<file path="src/rtl/rs_pkg.sv">
package rs_pkg;
   typedef enum logic [1:0] {U_ALU = 2'd0, U_LD = 2'd1, U_ST = 2'd2, U_FP = 2'd3} unit_e;
   typedef enum logic [1:0] {S_FREE, S_WAIT, S_EXEC, S_DONE} sta_state_e;

   function automatic unit_e unit_of(input int idx);
      if (idx == 0) return U_ALU;
      if (idx == 1) return U_LD;
      if (idx == 2) return U_ST;
      return U_FP;
   endfunction
endpackage

</file>
<file path="src/rtl/rs_prio.sv">
module rs_prio #(
   parameter int N = 4
) (
   input  logic [N-1:0] req,
   output logic [N-1:0] gnt,
   output logic         any
);
   always_comb begin
      gnt = '0;
      for (int i = N - 1; i >= 0; i--) begin
         if (req[i]) gnt = N'(1) << i;
      end
   end
   assign any = |req;
endmodule

</file>
<file path="src/rtl/rs_regmap.sv">
module rs_regmap #(
   parameter int NREG   = 8,
   parameter int DATA_W = 16,
   parameter int TAG_W  = 3,
   localparam int REG_W = $clog2(NREG)
) (
   input  logic              clk,
   input  logic              rst_n,
   input  logic [REG_W-1:0]  rs1_i,
   input  logic [REG_W-1:0]  rs2_i,
   output logic [TAG_W-1:0]  t1_o,
   output logic [TAG_W-1:0]  t2_o,
   output logic [DATA_W-1:0] v1_o,
   output logic [DATA_W-1:0] v2_o,
   input  logic [REG_W-1:0]  obs_i,
   output logic [TAG_W-1:0]  obs_t_o,
   output logic [DATA_W-1:0] obs_v_o,
   input  logic              ren_we_i,
   input  logic [REG_W-1:0]  ren_reg_i,
   input  logic [TAG_W-1:0]  ren_tag_i,
   input  logic              wb_valid_i,
   input  logic [REG_W-1:0]  wb_reg_i,
   input  logic [TAG_W-1:0]  wb_tag_i,
   input  logic [DATA_W-1:0] wb_val_i
);
   logic [DATA_W-1:0] rf [NREG];
   logic [TAG_W-1:0]  mp [NREG];

   always_ff @(posedge clk) begin
      if (!rst_n) begin
         for (int k = 0; k < NREG; k++) begin
            rf[k] <= DATA_W'(k);
            mp[k] <= '0;
         end
      end else begin
         if (wb_valid_i && mp[wb_reg_i] == wb_tag_i) begin
            rf[wb_reg_i] <= wb_val_i;
            mp[wb_reg_i] <= '0;
         end
         if (ren_we_i) mp[ren_reg_i] <= ren_tag_i;
      end
   end

   assign t1_o    = mp[rs1_i];
   assign t2_o    = mp[rs2_i];
   assign v1_o    = rf[rs1_i];
   assign v2_o    = rf[rs2_i];
   assign obs_t_o = mp[obs_i];
   assign obs_v_o = rf[obs_i];
endmodule

</file>
<file path="src/rtl/rs_station.sv">
module rs_station #(
   parameter int            DATA_W = 16,
   parameter int            REG_W  = 3,
   parameter int            TAG_W  = 3,
   parameter int            LAT    = 1,
   parameter rs_pkg::unit_e UNIT   = rs_pkg::U_ALU
) (
   input  logic              clk,
   input  logic              rst_n,
   input  logic              alloc_i,
   input  logic [1:0]        op_i,
   input  logic [REG_W-1:0]  dst_i,
   input  logic [TAG_W-1:0]  t1_i,
   input  logic [TAG_W-1:0]  t2_i,
   input  logic [DATA_W-1:0] v1_i,
   input  logic [DATA_W-1:0] v2_i,
   input  logic              bus_valid_i,
   input  logic [TAG_W-1:0]  bus_tag_i,
   input  logic [DATA_W-1:0] bus_val_i,
   input  logic              grant_i,
   output logic              busy_o,
   output logic              release_o,
   output logic              req_o,
   output logic              st_fire_o,
   output logic [REG_W-1:0]  dst_o,
   output logic [DATA_W-1:0] res_o,
   output logic [DATA_W-1:0] v1_o,
   output logic [DATA_W-1:0] v2_o
);
   import rs_pkg::*;
   localparam int CNT_W = $clog2(LAT + 1);

   if (LAT < 1) begin : g_bad_lat
      $error("rs_station: LAT must be at least 1");
   end

   sta_state_e        state;
   logic [1:0]        op;
   logic [TAG_W-1:0]  t1, t2;
   logic [DATA_W-1:0] v1, v2, res, fu_out;
   logic [CNT_W-1:0]  cnt;
   logic              hit1, hit2, ready;

   assign hit1  = bus_valid_i && (t1 != '0) && (t1 == bus_tag_i);
   assign hit2  = bus_valid_i && (t2 != '0) && (t2 == bus_tag_i);
   assign ready = (state == S_WAIT) && (t1 == '0 || hit1) && (t2 == '0 || hit2);

   // functional-unit stub chosen by unit type
   if (UNIT == U_ALU) begin : g_alu
      always_comb begin
         case (op)
            2'd0:    fu_out = v1 + v2;
            2'd1:    fu_out = v1 - v2;
            2'd2:    fu_out = v1 ^ v2;
            default: fu_out = v1 & v2;
         endcase
      end
   end else if (UNIT == U_FP) begin : g_fp
      logic [2*DATA_W-1:0] prod;
      assign prod   = {{DATA_W{1'b0}}, v1} * {{DATA_W{1'b0}}, v2};
      assign fu_out = prod[DATA_W-1:0];
   end else if (UNIT == U_LD) begin : g_ld
      assign fu_out = v1 + v2;
   end else begin : g_st
      assign fu_out = v1;
   end

   assign req_o     = (state == S_DONE) && (UNIT != U_ST);
   assign st_fire_o = (state == S_DONE) && (UNIT == U_ST);
   assign release_o = st_fire_o || (req_o && grant_i);
   assign busy_o    = (state != S_FREE);
   assign res_o     = res;
   assign v1_o      = v1;
   assign v2_o      = v2;

   always_ff @(posedge clk) begin
      if (!rst_n) begin
         state <= S_FREE;
         op    <= '0;
         dst_o <= '0;
         t1    <= '0;
         t2    <= '0;
         v1    <= '0;
         v2    <= '0;
         res   <= '0;
         cnt   <= '0;
      end else begin
         case (state)
            S_WAIT: begin
               if (hit1) begin t1 <= '0; v1 <= bus_val_i; end
               if (hit2) begin t2 <= '0; v2 <= bus_val_i; end
               if (ready) begin
                  state <= S_EXEC;
                  cnt   <= CNT_W'(LAT);
               end
            end
            S_EXEC: begin
               if (cnt == CNT_W'(1)) begin
                  state <= S_DONE;
                  res   <= fu_out;
               end else begin
                  cnt <= cnt - CNT_W'(1);
               end
            end
            S_DONE:  if (release_o) state <= S_FREE;
            default: ;
         endcase
         if (alloc_i) begin
            state <= S_WAIT;
            op    <= op_i;
            dst_o <= dst_i;
            t1    <= t1_i;
            t2    <= t2_i;
            v1    <= v1_i;
            v2    <= v2_i;
         end
      end
   end
endmodule

</file>
<file path="src/rtl/rs_window.sv">
module rs_window #(
   parameter int DATA_W = 16,
   parameter int NREG   = 8,
   parameter int N_FP   = 2,
   parameter int FP_LAT = 3,
   parameter int ALU_LAT = 1,
   parameter int LD_LAT = 1,
   localparam int NSTA  = 3 + N_FP,
   localparam int TAG_W = $clog2(NSTA + 1),
   localparam int REG_W = $clog2(NREG)
) (
   input  logic              clk,
   input  logic              rst_n,
   input  logic              disp_valid,
   input  logic [1:0]        disp_unit,
   input  logic [1:0]        disp_op,
   input  logic [REG_W-1:0]  disp_dst,
   input  logic [REG_W-1:0]  disp_src1,
   input  logic [REG_W-1:0]  disp_src2,
   output logic              disp_stall,
   output logic              bus_valid,
   output logic [TAG_W-1:0]  bus_tag,
   output logic [DATA_W-1:0] bus_value,
   output logic              st_valid,
   output logic [DATA_W-1:0] st_addr,
   output logic [DATA_W-1:0] st_data,
   input  logic [REG_W-1:0]  obs_reg,
   output logic [DATA_W-1:0] obs_value,
   output logic [TAG_W-1:0]  obs_tag
);
   import rs_pkg::*;

   if (DATA_W < 4 || NREG < 2 || N_FP < 1 || FP_LAT < 1) begin : g_bad_cfg
      $error("rs_window: DATA_W>=4, NREG>=2, N_FP>=1 and FP_LAT>=1 required");
   end

   logic [NSTA-1:0]   busy, rel, req, stf, type_hit, free_ok, alloc_gnt, bus_gnt;
   logic              alloc_any;
   logic [REG_W-1:0]  s_dst [NSTA];
   logic [DATA_W-1:0] s_res [NSTA];
   logic [DATA_W-1:0] s_v1  [NSTA];
   logic [DATA_W-1:0] s_v2  [NSTA];
   logic [TAG_W-1:0]  m_t1, m_t2, src_t1, src_t2, alloc_tag;
   logic [DATA_W-1:0] m_v1, m_v2, src_v1, src_v2;
   logic [REG_W-1:0]  wb_reg;
   logic              disp_go;

   for (genvar i = 0; i < NSTA; i++) begin : g_sta
      localparam unit_e U   = unit_of(i);
      localparam int    LAT = (U == U_FP) ? FP_LAT : (U == U_LD) ? LD_LAT :
                              (U == U_ALU) ? ALU_LAT : 1;
      assign type_hit[i] = (disp_unit == U);
      assign free_ok[i]  = !busy[i] || rel[i];
      rs_station #(.DATA_W(DATA_W), .REG_W(REG_W), .TAG_W(TAG_W), .LAT(LAT), .UNIT(U)) i_sta (
         .clk(clk), .rst_n(rst_n), .alloc_i(disp_go && alloc_gnt[i]),
         .op_i(disp_op), .dst_i(disp_dst), .t1_i(src_t1), .t2_i(src_t2),
         .v1_i(src_v1), .v2_i(src_v2), .bus_valid_i(bus_valid), .bus_tag_i(bus_tag),
         .bus_val_i(bus_value), .grant_i(bus_gnt[i]), .busy_o(busy[i]),
         .release_o(rel[i]), .req_o(req[i]), .st_fire_o(stf[i]), .dst_o(s_dst[i]),
         .res_o(s_res[i]), .v1_o(s_v1[i]), .v2_o(s_v2[i]));
   end

   rs_prio #(.N(NSTA)) i_alloc (.req(free_ok & type_hit), .gnt(alloc_gnt), .any(alloc_any));
   rs_prio #(.N(NSTA)) i_arb   (.req(req), .gnt(bus_gnt), .any(bus_valid));

   assign disp_go    = disp_valid && alloc_any;
   assign disp_stall = disp_valid && !alloc_any;

   always_comb begin
      alloc_tag = '0;
      bus_tag   = '0;
      bus_value = '0;
      wb_reg    = '0;
      st_valid  = 1'b0;
      st_addr   = '0;
      st_data   = '0;
      for (int i = 0; i < NSTA; i++) begin
         if (alloc_gnt[i]) alloc_tag = TAG_W'(i + 1);
         if (bus_gnt[i]) begin
            bus_tag   = TAG_W'(i + 1);
            bus_value = s_res[i];
            wb_reg    = s_dst[i];
         end
         if (stf[i]) begin
            st_valid = 1'b1;
            st_data  = s_v1[i];
            st_addr  = s_v2[i];
         end
      end
   end

   // source operands: register value, pending tag, or same-cycle bus value
   always_comb begin
      src_t1 = m_t1;
      src_v1 = m_v1;
      src_t2 = m_t2;
      src_v2 = m_v2;
      if (m_t1 != '0) begin
         src_v1 = '0;
         if (bus_valid && bus_tag == m_t1) begin src_t1 = '0; src_v1 = bus_value; end
      end
      if (m_t2 != '0) begin
         src_v2 = '0;
         if (bus_valid && bus_tag == m_t2) begin src_t2 = '0; src_v2 = bus_value; end
      end
   end

   rs_regmap #(.NREG(NREG), .DATA_W(DATA_W), .TAG_W(TAG_W)) i_map (
      .clk(clk), .rst_n(rst_n), .rs1_i(disp_src1), .rs2_i(disp_src2),
      .t1_o(m_t1), .t2_o(m_t2), .v1_o(m_v1), .v2_o(m_v2),
      .obs_i(obs_reg), .obs_t_o(obs_tag), .obs_v_o(obs_value),
      .ren_we_i(disp_go && disp_unit != U_ST), .ren_reg_i(disp_dst), .ren_tag_i(alloc_tag),
      .wb_valid_i(bus_valid), .wb_reg_i(wb_reg), .wb_tag_i(bus_tag), .wb_val_i(bus_value));
endmodule

</file>
<file path="config.mk">
export PLATFORM = sky130hd
export DESIGN_NAME = rs_window
export DESIGN_NICKNAME = d
export VERILOG_FILES = /design/src/rtl/rs_pkg.sv /design/src/rtl/rs_prio.sv /design/src/rtl/rs_regmap.sv /design/src/rtl/rs_station.sv /design/src/rtl/rs_window.sv
export SDC_FILE = /design/constraint.sdc
export NUM_CORES = 2
export LEC_CHECK = 0
export BUFFER_PORTS_ARGS = -buffer_cell sky130_fd_sc_hd__buf_2
export CAP_MARGIN = 10
export CORE_MARGIN = 2
export CORE_UTILIZATION = 69
export DETAILED_ROUTE_END_ITERATION = 10
export GPL_ROUTABILITY_DRIVEN = 1
export PLACE_DENSITY = 0.87
export SYNTH_ARGS = -nofsm -noshare
export SYNTH_HDL_FRONTEND = slang
export SYNTH_SLANG_ARGS = --single-unit
</file>
<file path="constraint.sdc">
create_clock -name clk -period 8.7 [get_ports clk]
set_input_delay 1.74 -clock clk [delete_from_list [all_inputs] [get_ports clk]]
set_output_delay 1.74 -clock clk [all_outputs]
set_load 0.1 [all_outputs]
</file>
==> flow_metrics.env <==
export IMPL_status="complete, no violations"
export IMPL_htreeDepth=2
export IMPL_rr_startpoint="g_sta[3].i_sta.v2_o[1]"
export IMPL_drc=0
export IMPL_hold_path_end="g_sta[0].i_sta.dst_o[1]"
export IMPL_cts_repair_resized=0
export IMPL_synth_main_ff_cell="dfxtp_1"
export IMPL_ff2ff_setup_slack_ns=2.97
export IMPL_final_area_um2=35000
export IMPL_vias_per_cell=6.94
export IMPL_fill_cells=3193
export IMPL_synth_seq_cells=437
export IMPL_seqPwrFrac_pct=40.6
export IMPL_start_kind="flip-flop"
export IMPL_vias=28400
export IMPL_path_clk_slew_ns=0.06
export IMPL_chipWidth_um=221
export IMPL_skew_ns=0.0216
export IMPL_holdCritPathClass="reg2reg"
export IMPL_antenna_found_initial=1
export IMPL_post_cts_buffers=0
export IMPL_cts_sinks=437
export IMPL_multi_input_comb_area_um2=20400
export IMPL_synth_cell_types=87
export IMPL_critPathCaptureType="output pin"
export IMPL_yosys_warnings=0
export IMPL_cts_made_buffers=46
export IMPL_drt_first_pass_iters=10
export IMPL_p_per_area_nw_per_um2=163
export IMPL_worstHoldStart="g_sta[0].i_sta.dst_o[1]"
export IMPL_insertion_delay_ns=0.61
export IMPL_setup_viol_count_final=0
export IMPL_io_pin_count=92
export IMPL_wl_per_cell_um=26.1
export IMPL_drt_initial_drc_count=4310
export IMPL_clkPwrFrac_pct=36.5
export IMPL_criticalPathCategory="reg2out"
export IMPL_fin_crit_sh_pct=69.5
export IMPL_wl_um=107000
export IMPL_regArea_um2=10300
export IMPL_r2r_cells=18
export IMPL_clock_root_buffer="clkbuf_16"
export IMPL_arrival_ns=4.30
export IMPL_tightest_slew_ns=1.46
export IMPL_clockBufferDepth=3
export IMPL_switching_share_pct=32.5
export IMPL_grt_total_usage_pct=43.0
export IMPL_relSlewSlack_pct=2.59
export IMPL_grt_pass1_vias=28400
export IMPL_timing_rr_end="g_sta[3].i_sta.res_o[14]"
export IMPL_ir_drop_mv=0.221
export IMPL_p_sw_w=0.00185
export IMPL_avgSynthCellArea_um2=9.35
export IMPL_hpwl_um=76100
export IMPL_place_area_um2=33400
export IMPL_yosysTopAreaCell="dfxtp_1"
export IMPL_drive_above_1_share_pct=12.8
export IMPL_final_max_slew_viol_count=0
export IMPL_yosysSeqAreaShare_pct=31.6
export IMPL_nNetsFinal=3805
export IMPL_grt_overflow=0
export IMPL_rows=79
export IMPL_cts_tree="yes"
export IMPL_finalSetupTns_ns=0
export IMPL_die_h_um=221
export IMPL_holdBufCountCts=0
export IMPL_maxCapViolations=0
export IMPL_synthCells=3476
export IMPL_async_reset_ff_share_pct=0
export IMPL_post_route_min_period_ns=6.04
export IMPL_synth_nets=3832
export IMPL_coreArea_um2=46600
export IMPL_critPathMaxFanout=23
export IMPL_start_util_pct=69.8
export IMPL_synth_top_area_share_pct=17.5
export IMPL_rsz0062_at_grt="no"
export IMPL_holdPathStages=2
export IMPL_syn2layout_area_growth_pct=7.75
export IMPL_synth_edf_count=152
export IMPL_gp_routability_congestion=0.975
export IMPL_grt_max_degree=84
export IMPL_required_ns=6.96
export IMPL_pwr_share_comb_pct=22.9
export IMPL_io_buffers=91
export IMPL_dieArea_um2=48900
export IMPL_grt_first_pass_wirelength_um=163000
export IMPL_synth_area_leaders="dfxtp_1, edfxtp_1, fa_1, mux4_2, ha_1"
export IMPL_syn_cell_area_um2=32500
export IMPL_drtAntennaViolNets=0
export IMPL_hold_violations=0
export IMPL_power_leakage_nw=13.8
export IMPL_p_int_w=0.00385
export IMPL_max_freq_ghz=0.165
[synth_stat cells, types with 8 or more instances]
cell type	n
buf_1	28
xor2_1	26
a21oi_1	233
dfxtp_1	285
o21a_1	17
mux2i_1	151
nand2_1	357
nor2b_1	26
buf_2	25
o21ai_0	86
or3_1	19
ha_1	175
clkbuf_1	174
a221oi_1	14
a31oi_1	8
clkinv_1	14
nand2b_1	21
nor2_1	338
edfxtp_1	152
or2_2	26
mux4_2	114
a211oi_1	23
inv_1	255
a21o_1	13
nand3_1	53
mux2_2	25
fa_1	162
xnor2_1	91
a211o_1	9
o211ai_1	14
o22ai_1	165
nor3_1	48
and2_1	196
o22a_1	11
[routing by layer]
metal,up-vias,track usage [%],wire length (um)
met3,562,12.8,15100
met5,-,0.978,0
li1,12000,-,-
met2,2165,67.4,47700
met4,0,23.0,6890
met1,13700,53.9,37200
[how the worst max path moves through the flow]
stage	end	cells after the start	from	slack, ns
after floorplan	disp_stall	5	disp_unit[1]	2.27
after global placement	obs_value[15]	5	obs_reg[0]	3.08
after detailed placement	obs_value[9]	5	obs_reg[0]	3.02
after CTS	disp_stall	8	g_sta[0].i_sta.state[1]	2.83
after global routing	disp_stall	8	g_sta[0].i_sta.state[1]	2.61
final	disp_stall	8	g_sta[0].i_sta.state[1]	2.66
[layout by cell type, fill, tap and decap left out, types with 91 or more instances in the layout]
cell	synthesis	layout
dfxtp_1	285	285
ha_1	175	173
o22ai_1	165	165
mux4_2	114	114
edfxtp_1	152	152
nand2_1	357	357
xnor2_1	91	91
and2_1	196	196
fa_1	162	162
a21oi_1	233	233
buf_2	25	91
inv_1	255	254
mux2i_1	151	151
nor2_1	338	338
[cells by family (layout without fill, tap and decap cells)]
kind of cell | count (synthesis) | in the layout | synth area share, %
AND/OR/NAND/NOR | 1137 | 1137 | 16.5
AO/OA/AOI/OAI | 654 | 654 | 12.5
buffers and inverters | 501 | 511 | 5.95
flip-flops | 437 | 437 | 31.6
adder cells (fa/ha/maj) | 337 | 337 | 16.7
multiplexers | 290 | 290 | 13.4
XOR/XNOR | 120 | 120 | 3.34
other | 0 | 7 | 0
[power by group through the flow]
stage	logic, W	registers (W)	clock network [W]
2_1_floorplan	0.000944	0.00230	0
3_3_place_gp	0.00120	0.00234	0
3_5_place_dp	0.00125	0.00235	0
4_1_cts	0.00126	0.00231	0.00206
5_1_grt	0.00138	0.00232	0.00214
6_report	0.00131	0.00231	0.00208
[worst max-delay path, stage by stage, from the launching register on]
cell      delay (ns)
dfxtp_1         0.42
ha_2            0.66
nand2b_1        0.69
inv_1           0.56
o31ai_1         0.33
a21oi_1         0.08
or2_2           0.31
nor3b_1         0.18
buf_2           0.45
[layout make-up]
| class | instances | share of cell area [%] |
|---|---|---|
| clock inverter | 24 | 0.811 |
| multi-input combinational | 2538 | 58.3 |
| antenna | 7 | 0.0500 |
| tap | 607 | 2.17 |
| sequential | 437 | 29.3 |
| clock buffer | 61 | 3.68 |
| timing repair buffer | 157 | 2.77 |
| inverter | 269 | 2.88 |
[through the flow]
| step | total power, W | setup WS (ns) | hold WS (ns) | utilization, % | std cells |
|---|---|---|---|---|---|
| after floorplan | 0.00325 | 2.27 | 0.428 | - | 3476 |
| after global placement | 0.00354 | 3.08 | 0.440 | 71.7 | 4005 |
| after detailed placement | 0.00360 | 3.02 | 0.442 | 71.7 | 4005 |
| after CTS | 0.00563 | 2.83 | 0.450 | 75.1 | 4090 |
| after global routing | 0.00584 | 2.61 | 0.462 | 75.2 | 4094 |
| final | 0.00570 | 2.66 | 0.449 | 75.2 | 4100 |
[registers in the layout (all words and copies together), names as in the netlist]
| register | cells |
|---|---|
| g_sta.i_sta.v2_o | 80 |
| g_sta.i_sta.cnt | 7 |
| g_sta.i_sta.t2 | 15 |
| g_sta.i_sta.v1_o | 80 |
| g_sta.i_sta.op | 2 |
| g_sta.i_sta.t1 | 15 |
| i_map.mp | 24 |
| g_sta.i_sta.res_o | 64 |
| i_map.rf | 128 |
| g_sta.i_sta.state | 10 |
| g_sta.i_sta.dst_o | 12 |
(Power assumes the default switching activity.)
